`src/rtl/ep_handshake_ctrl.sv`:
```
module ep_handshake_ctrl #(
  parameter int CNT_W = 11
) (
  input  logic             clk,
  input  logic             rst_n,
  input  logic             cpu_wr,
  input  logic [7:0]       cpu_wdata,
  output logic [7:0]       cpu_rdata,
  input  logic [CNT_W-1:0] max_pkt,
  input  logic             tok_in,
  input  logic             tok_out,
  input  logic             done_ok,
  input  logic             done_err,
  input  logic [CNT_W-1:0] rx_count,
  input  logic [CNT_W-1:0] fifo_count,
  input  logic [CNT_W-1:0] fifo_free,
  output logic             hs_valid,
  output logic [1:0]       hs_code,
  output logic             hs_toggle,
  output logic [CNT_W-1:0] tx_len
);
  localparam logic [1:0] HS_DATA  = 2'b00;
  localparam logic [1:0] HS_NAK   = 2'b01;
  localparam logic [1:0] HS_STALL = 2'b10;

  logic auto_nak, short_en, short_nak_off, toggle, force_nak, force_stall;
  logic active, act_in, act_short;

  logic             tok_any;
  logic             in_short;
  logic [1:0]       next_code;
  logic [CNT_W-1:0] next_len;
  logic             finish_ok;

  assign tok_any   = tok_in | tok_out;
  assign in_short  = fifo_count < max_pkt;
  assign finish_ok = done_ok & active;
  assign cpu_rdata = {auto_nak, short_en, short_nak_off, toggle, 2'b00, force_nak, force_stall};

  always_comb begin
    next_code = HS_DATA;
    next_len  = '0;
    if (force_stall)
      next_code = HS_STALL;
    else if (force_nak)
      next_code = HS_NAK;
    else if (tok_in) begin
      if (in_short && !short_en)
        next_code = HS_NAK;
      else
        next_len = in_short ? fifo_count : max_pkt;
    end else if (fifo_free < max_pkt)
      next_code = HS_NAK;
  end

  always_ff @(posedge clk) begin
    if (!rst_n) begin
      auto_nak      <= 1'b0;
      short_en      <= 1'b0;
      short_nak_off <= 1'b0;
      toggle        <= 1'b0;
      force_nak     <= 1'b0;
      force_stall   <= 1'b0;
      active        <= 1'b0;
      act_in        <= 1'b0;
      act_short     <= 1'b0;
      hs_valid      <= 1'b0;
      hs_code       <= HS_DATA;
      hs_toggle     <= 1'b0;
      tx_len        <= '0;
    end else begin
      if (cpu_wr) begin
        auto_nak      <= cpu_wdata[7];
        short_en      <= cpu_wdata[6];
        short_nak_off <= cpu_wdata[5];
        force_nak     <= cpu_wdata[1];
        force_stall   <= cpu_wdata[0];
        if (cpu_wdata[2])
          toggle <= 1'b0;
        else if (cpu_wdata[3])
          toggle <= 1'b1;
      end
      if (done_ok | done_err)
        active <= 1'b0;
      if (finish_ok) begin
        toggle <= ~toggle;
        if (auto_nak)
          force_nak <= 1'b1;
        else if (!act_in && !short_nak_off && rx_count < max_pkt)
          force_nak <= 1'b1;
        if (act_in && act_short)
          short_en <= 1'b0;
      end
      hs_valid <= tok_any;
      if (tok_any) begin
        hs_code   <= next_code;
        tx_len    <= next_len;
        hs_toggle <= toggle;
        active    <= next_code == HS_DATA;
        act_in    <= tok_in;
        act_short <= tok_in & in_short;
      end
    end
  end

  assert_stall_first_R3: assert property (@(posedge clk) disable iff (!rst_n)
    tok_any && force_stall |=> hs_valid && hs_code == HS_STALL);

  assert_nak_forced_R4: assert property (@(posedge clk) disable iff (!rst_n)
    tok_any && force_nak && !force_stall |=> hs_valid && hs_code == HS_NAK);

  assert_toggle_hold_R7: assert property (@(posedge clk) disable iff (!rst_n)
    !finish_ok && !(cpu_wr && (cpu_wdata[3] || cpu_wdata[2])) |=> $stable(toggle));

  assert_auto_nak_R8: assert property (@(posedge clk) disable iff (!rst_n)
    finish_ok && auto_nak |=> force_nak);

  assert_short_clear_R10: assert property (@(posedge clk) disable iff (!rst_n)
    finish_ok && act_in && act_short |=> !short_en);

  assert_code_held_R11: assert property (@(posedge clk) disable iff (!rst_n)
    !tok_any |=> $stable(hs_code) && !hs_valid);

  assert_legal_code_R5: assert property (@(posedge clk) disable iff (!rst_n)
    hs_valid |-> hs_code != 2'b11 && (hs_code == HS_DATA || tx_len == '0));
endmodule

```
`config.mk`:
```
export PLATFORM = sky130hd
export DESIGN_NAME = ep_handshake_ctrl
export DESIGN_NICKNAME = d
export VERILOG_FILES = /design/src/rtl/ep_handshake_ctrl.sv
export SDC_FILE = /design/constraint.sdc
export NUM_CORES = 1
export LEC_CHECK = 0
export BUFFER_PORTS_ARGS = -buffer_cell sky130_fd_sc_hd__buf_2
export CORE_MARGIN = 1
export CORE_UTILIZATION = 52
export DETAILED_ROUTE_END_ITERATION = 8
export MAX_ROUTING_LAYER = met4
export PLACE_DENSITY = 0.86
export SETUP_SLACK_MARGIN = 0.4
export SLEW_MARGIN = 20
export SYNTH_ARGS = -nofsm -noshare
export SYNTH_HDL_FRONTEND = slang
export SYNTH_SLANG_ARGS = --single-unit
export TNS_END_PERCENT = 100
```
`constraint.sdc`:
```
create_clock -name clk -period 3.3 [get_ports clk]
set_input_delay 0.33 -clock clk [delete_from_list [all_inputs] [get_ports clk]]
set_output_delay 0.33 -clock clk [all_outputs]
set_load 0.05 [all_outputs]
```
# Word-level counts from Yosys, hierarchy flattened
# Index checks and enable logic that the tools add are counted.
# word_totals
reg_bits	24
out_inout_bits	23
wordCells	56
# classes
magnitude_cmp	3
mux	23
bitwise_logic	5
reduce_logical	12
# ops
op	n
$mux W11	5
$lt A11 B11 Y1	3
$mux W1	15
$mux W2	3
$logic_and A1 B1 Y1	4
$reduce_bool A2 Y1	2
$logic_not A1 Y1	3
$reduce_bool A3 Y1	1
$and A1 B1 Y1	2
$logic_not A2 Y1	1
$or A1 B1 Y1	2
$reduce_and A2 Y1	1
$not A1 Y1	1

# Logic depth before layout (Yosys ltp)
# logic_depth
word_depth	8
mapped_depth	9
mapped_depth_nobuf	7

# Worst setup path before layout
# OpenSTA, ideal clock, no wires.
# synth_timing
kind	input-to-reg
startpoint	input port max_pkt[8]
endpoint	register tx_len[8]
setup_ps	127
arrival_ps	1796
required_time_ps	3173
slack_ps	1377
path_stages	9
n_path_buf	2
path_cell_list	inv_1 > ha_1 > a211oi_2 > nor2_1 > a211o_1 > buf_6 > o31ai_4 > buf_6 > a22oi_1
# synth_via
elab_chain_cells	6
# synth_rtl
element	line_no	rtl
start: declaration	9	input logic [CNT_W-1:0] max_pkt,
$lt A11 B11 Y1	36	assign in_short = fifo_count < max_pkt;
$mux W11 or $logic_and A1 B1 Y1 (tied branches)	51, 48	
$mux W11 (*)	48	if (in_short && !short_en)
$mux W11 (*)	47	else if (tok_in) begin
$mux W11 (*)	45	else if (force_nak)
$mux W11 (*)	43	if (force_stall)
end signal: assignment	97	tx_len <= next_len;
end: declaration	20	output logic [CNT_W-1:0] tx_len
# Every way passes the cells marked *; elsewhere a longest branch is shown, timed or not.
# A chain may end at the register's enable or synchronous reset.

# Worst setup path after layout
# layout_timing
startpoint	input port max_pkt[8]
endpoint	register tx_len[0]
# layout_via
elab_chain_cells	6
# layout_rtl
element	line_no
$lt A11 B11 Y1 (*)	36
$mux W11 or $logic_and A1 B1 Y1 (tied branches)	51, 48
$mux W11 (*)	48
$mux W11 (*)	47
$mux W11 (*)	45
$mux W11 (*)	43
# Marks and branches as above.

==> summary.txt <==
Critical path
  – Critical path's top delay family: compound AO/OA/AOI/OAI gates
  – CP bufs+invs: 2
  – FF-to-FF setup slack: around 1800 ps
  – Slowest-stage cell, CP: o31ai_4
  – RR Startpoint: force_stall
  – Reg2Reg Depth: 3
  – Crit path DAT: 2220 ps
  – Max incr delay on CP: 540 ps
  – CP Class: in -> reg
  – CP Launch Type: input pin
  – Crit path max fanout: 11
  – CP startpoint: max_pkt[8]
  – CP Capture Type: flip-flop
  – RR Endpoint: tx_len[0]
  – Worst-path cell chain: buf_2 > inv_1 > ha_1 > a211oi_2 > nor2_1 > a211o_1 > o31ai_4 > a22oi_1
  – Critical path required time: around 3400 ps

Timing
  – # setup viols final: 0
  – Min Tclk post-route: about 2100 ps
  – Worst-Margin Slew: roughly 670 ps
  – Final hold violation count: 0
  – Min Hold Slack: 293 ps
  – Setup TNS: 0 ps
  – F_max: 476 MHz
  – Final period util: 63.6%
  – Setup ws final: between 1000 and 1500 ps
  – Rel. slew slack: around 56%
  – RSZ-0062 raised after global routing: no
  – Slew Limit Fails: 0
  – Clock Skew: approximately 3.3 ps

Synthesis
  – Synth top area cells: dfxtp_1, ha_1, o31a_1
  – Part of the Yosys area used for sequential elements: roughly a quarter
  – Post-synth top area cell: dfxtp_1
  – Cell variety after synth: 42
  – Most numerous cell in the Yosys netlist: ha_1
  – Top cell type's share of synthesized area: about 25%
  – Number of synthesized flops with an enable pin: 0
  – Yosys warning count: 0
  – #FFs+latches synth: 24
  – Avg Cell Area, Syn: 8.33 sq um
  – Post-synth top flop: dfxtp_1
  – Cell count after synthesis: approximately 230
  – Post-synth top cells: ha_1, dfxtp_1, inv_1, nand2_1, a21oi_1
  – Cell area after synthesis: 1930 sq um
  – Post-synth ARST share: 0%

Pwr
  – Clock network fraction of total power: between 30% and 40%
  – Static leakage: roughly 1.2 nW
  – Net Sw Power: between 0.2 and 0.3 mW
  – Seq pwr share: a little under two fifths
  – Combinational power share: between 30% and 40%
  – Pwr/cell area: between 300 and 400 nW/um^2
  – Switching part of the total: between 30% and 40%
  – Worst-case vdd ir drop: approximately 0.20 mV
  – Power Internal: about 0.58 mW

Placement
  – Port Buffers: a little under 80
  – Cell Area, Placed: between 2000 and 2500 sq um
  – Post-Place Worst Slack: approximately 910 ps
  – HPWL Detailed: between 3 and 4 mm
  – RePlAce Congestion: 0.939

Floorplan
  – DIE HEIGHT: 63.0 microns
  – Core footprint: 3440 sq um
  – FP Rows: 21
  – Die Wd: around 63 microns
  – Starting Density: 56.1%
  – Die area: 3960 sq um
  – I/O pins: 82

Clock network
  – Clock sink count: 24
  – CTS tree: yes
  – Post-CTS Setup Inserts: 0
  – PostCTS Resize Cnt: 0
  – Root Buffer: clkbuf_8
  – Clock transition at path regs: ~90 ps
  – Clk buf depth: 2
  – CTS Hold Bufs: 0
  – # H-tree levels: 1
  – TritonCTS Buffers: 3
  – Clock Latency Late Sink: approximately 270 ps

Drt
  – Vias: between 1500 and 2000
  – Starting DRT DRC Count: about 100
  – Post-route ant nets: 0
  – Routed WL: roughly 4.7 mm
  – DRT Pass-1 Iters: 4
  – DRC viols: 0
  – Routed len/inst: approximately 14 microns
  – Via/cell ratio: roughly 5.6

Global routing
  – Global-route wire length before repair: ~8.0 mm
  – Initial antenna violation count: 0
  – GRT Resource Usage Total: a little over a quarter
  – Largest net degree at the start of global routing: 26
  – Grt ovf: 0
  – Vias in the first global route: between 1500 and 2000

Layout
  – Storage cell area: about 480 sq um
  – Ant. Diodes: 0
  – Final non-filler cell area: 2350 sq um
  – Nets: 390
  – Fillers: roughly 300
  – P&R area growth vs syn: 21.9%
  – Multi-input logic area: around 1200 sq um
  – Layout cells sized above 1: 31.7%

Status
  – Status: completed

Hold path
  – WHS Path Cells: 3
  – Hold Path End: short_nak_off
  – Hold crit path type: in -> reg
  – Worst Hold Launch: cpu_wdata[5]

Flow run
  – Max_cap viols: 0
## flip-flops by register name, indices dropped and copies added, names as in the netlist
signal	count
act_in	1
act_short	1
active	1
auto_nak	1
force_nak	1
force_stall	1
hs_code	2
hs_toggle	1
hs_valid	1
short_en	1
short_nak_off	1
toggle	1
tx_len	11
## area by class of cell
class                   instances  share of cell area [%]
flip-flops and latches         24                    20.4
inverters                      24                    3.83
clock buffers                   3                    1.75
repair buffers                 81                    17.5
clock inverters                 1                    1.28
well taps                      46                    2.44
multi-input cells             167                    52.8
## cells in the final DEF, fill, tap and decap left out, types with 4 or more instances in the layout
cell / instances
buf_2: 78
a22oi_1: 5
inv_1: 24
nor2_1: 13
a21oi_1: 16
dfxtp_1: 24
nand2_1: 20
ha_1: 30
o31a_1: 11
nor3_1: 6
mux2i_1: 4
o21ai_0: 15
a22oi_2: 6
## worst min-delay path: stages
cell and delay (ps):
buf_2 70, mux2i_1 60, nor2_1 70
## per-layer routing
layer  up-vias  share of wire (%)  global-route usage [%]
met5         -                  0                       -
met4         0                1.9                    9.59
met3         9                5.4                    2.74
met2        71                 49                    45.2
met1       880                 44                    30.9
li1        966                  -                       -
## kinds of logic (layout without fill, tap and decap cells)
family / count (synthesis) / in the layout / share of synthesized area (%)
compound gates: 76 / 76 / 28.8
simple gates: 54 / 54 / 13.0
buf+inv: 42 / 109 / 11.0
fa+ha+maj: 30 / 30 / 19.4
flops: 24 / 24 / 24.9
mux: 5 / 5 / 2.66
other cells: 1 / 2 / 0.194
## worst max-delay path by stage
stage | end | slack (ps) | cells after the start
2_1_floorplan | tx_len[8] | 1380 | 9
3_5_place_dp | tx_len[0] | 910 | 8
4_1_cts | tx_len[0] | 1200 | 8
6_report | tx_len[0] | 1200 | 8
3_3_place_gp | tx_len[8] | 1000 | 8
5_1_grt | tx_len[0] | 1110 | 8
## per-stage QoR
stage          cells  power, mW  utilization [%]
2_1_floorplan    233      0.528                -
3_3_place_gp     342      0.589             66.3
3_5_place_dp     342      0.599             66.3
4_1_cts          346      0.855             68.4
5_1_grt          346      0.903             68.4
6_report         346      0.856             68.4
## power groups by stage
stage	sequential, mW	clock, mW	combinational (mW)
3_3_place_gp	0.324	0	0.265
4_1_cts	0.318	0.262	0.276
2_1_floorplan	0.355	0	0.174
3_5_place_dp	0.324	0	0.274
5_1_grt	0.320	0.276	0.307
6_report	0.318	0.261	0.278
Note: power is estimated with default switching activity, not from simulation.
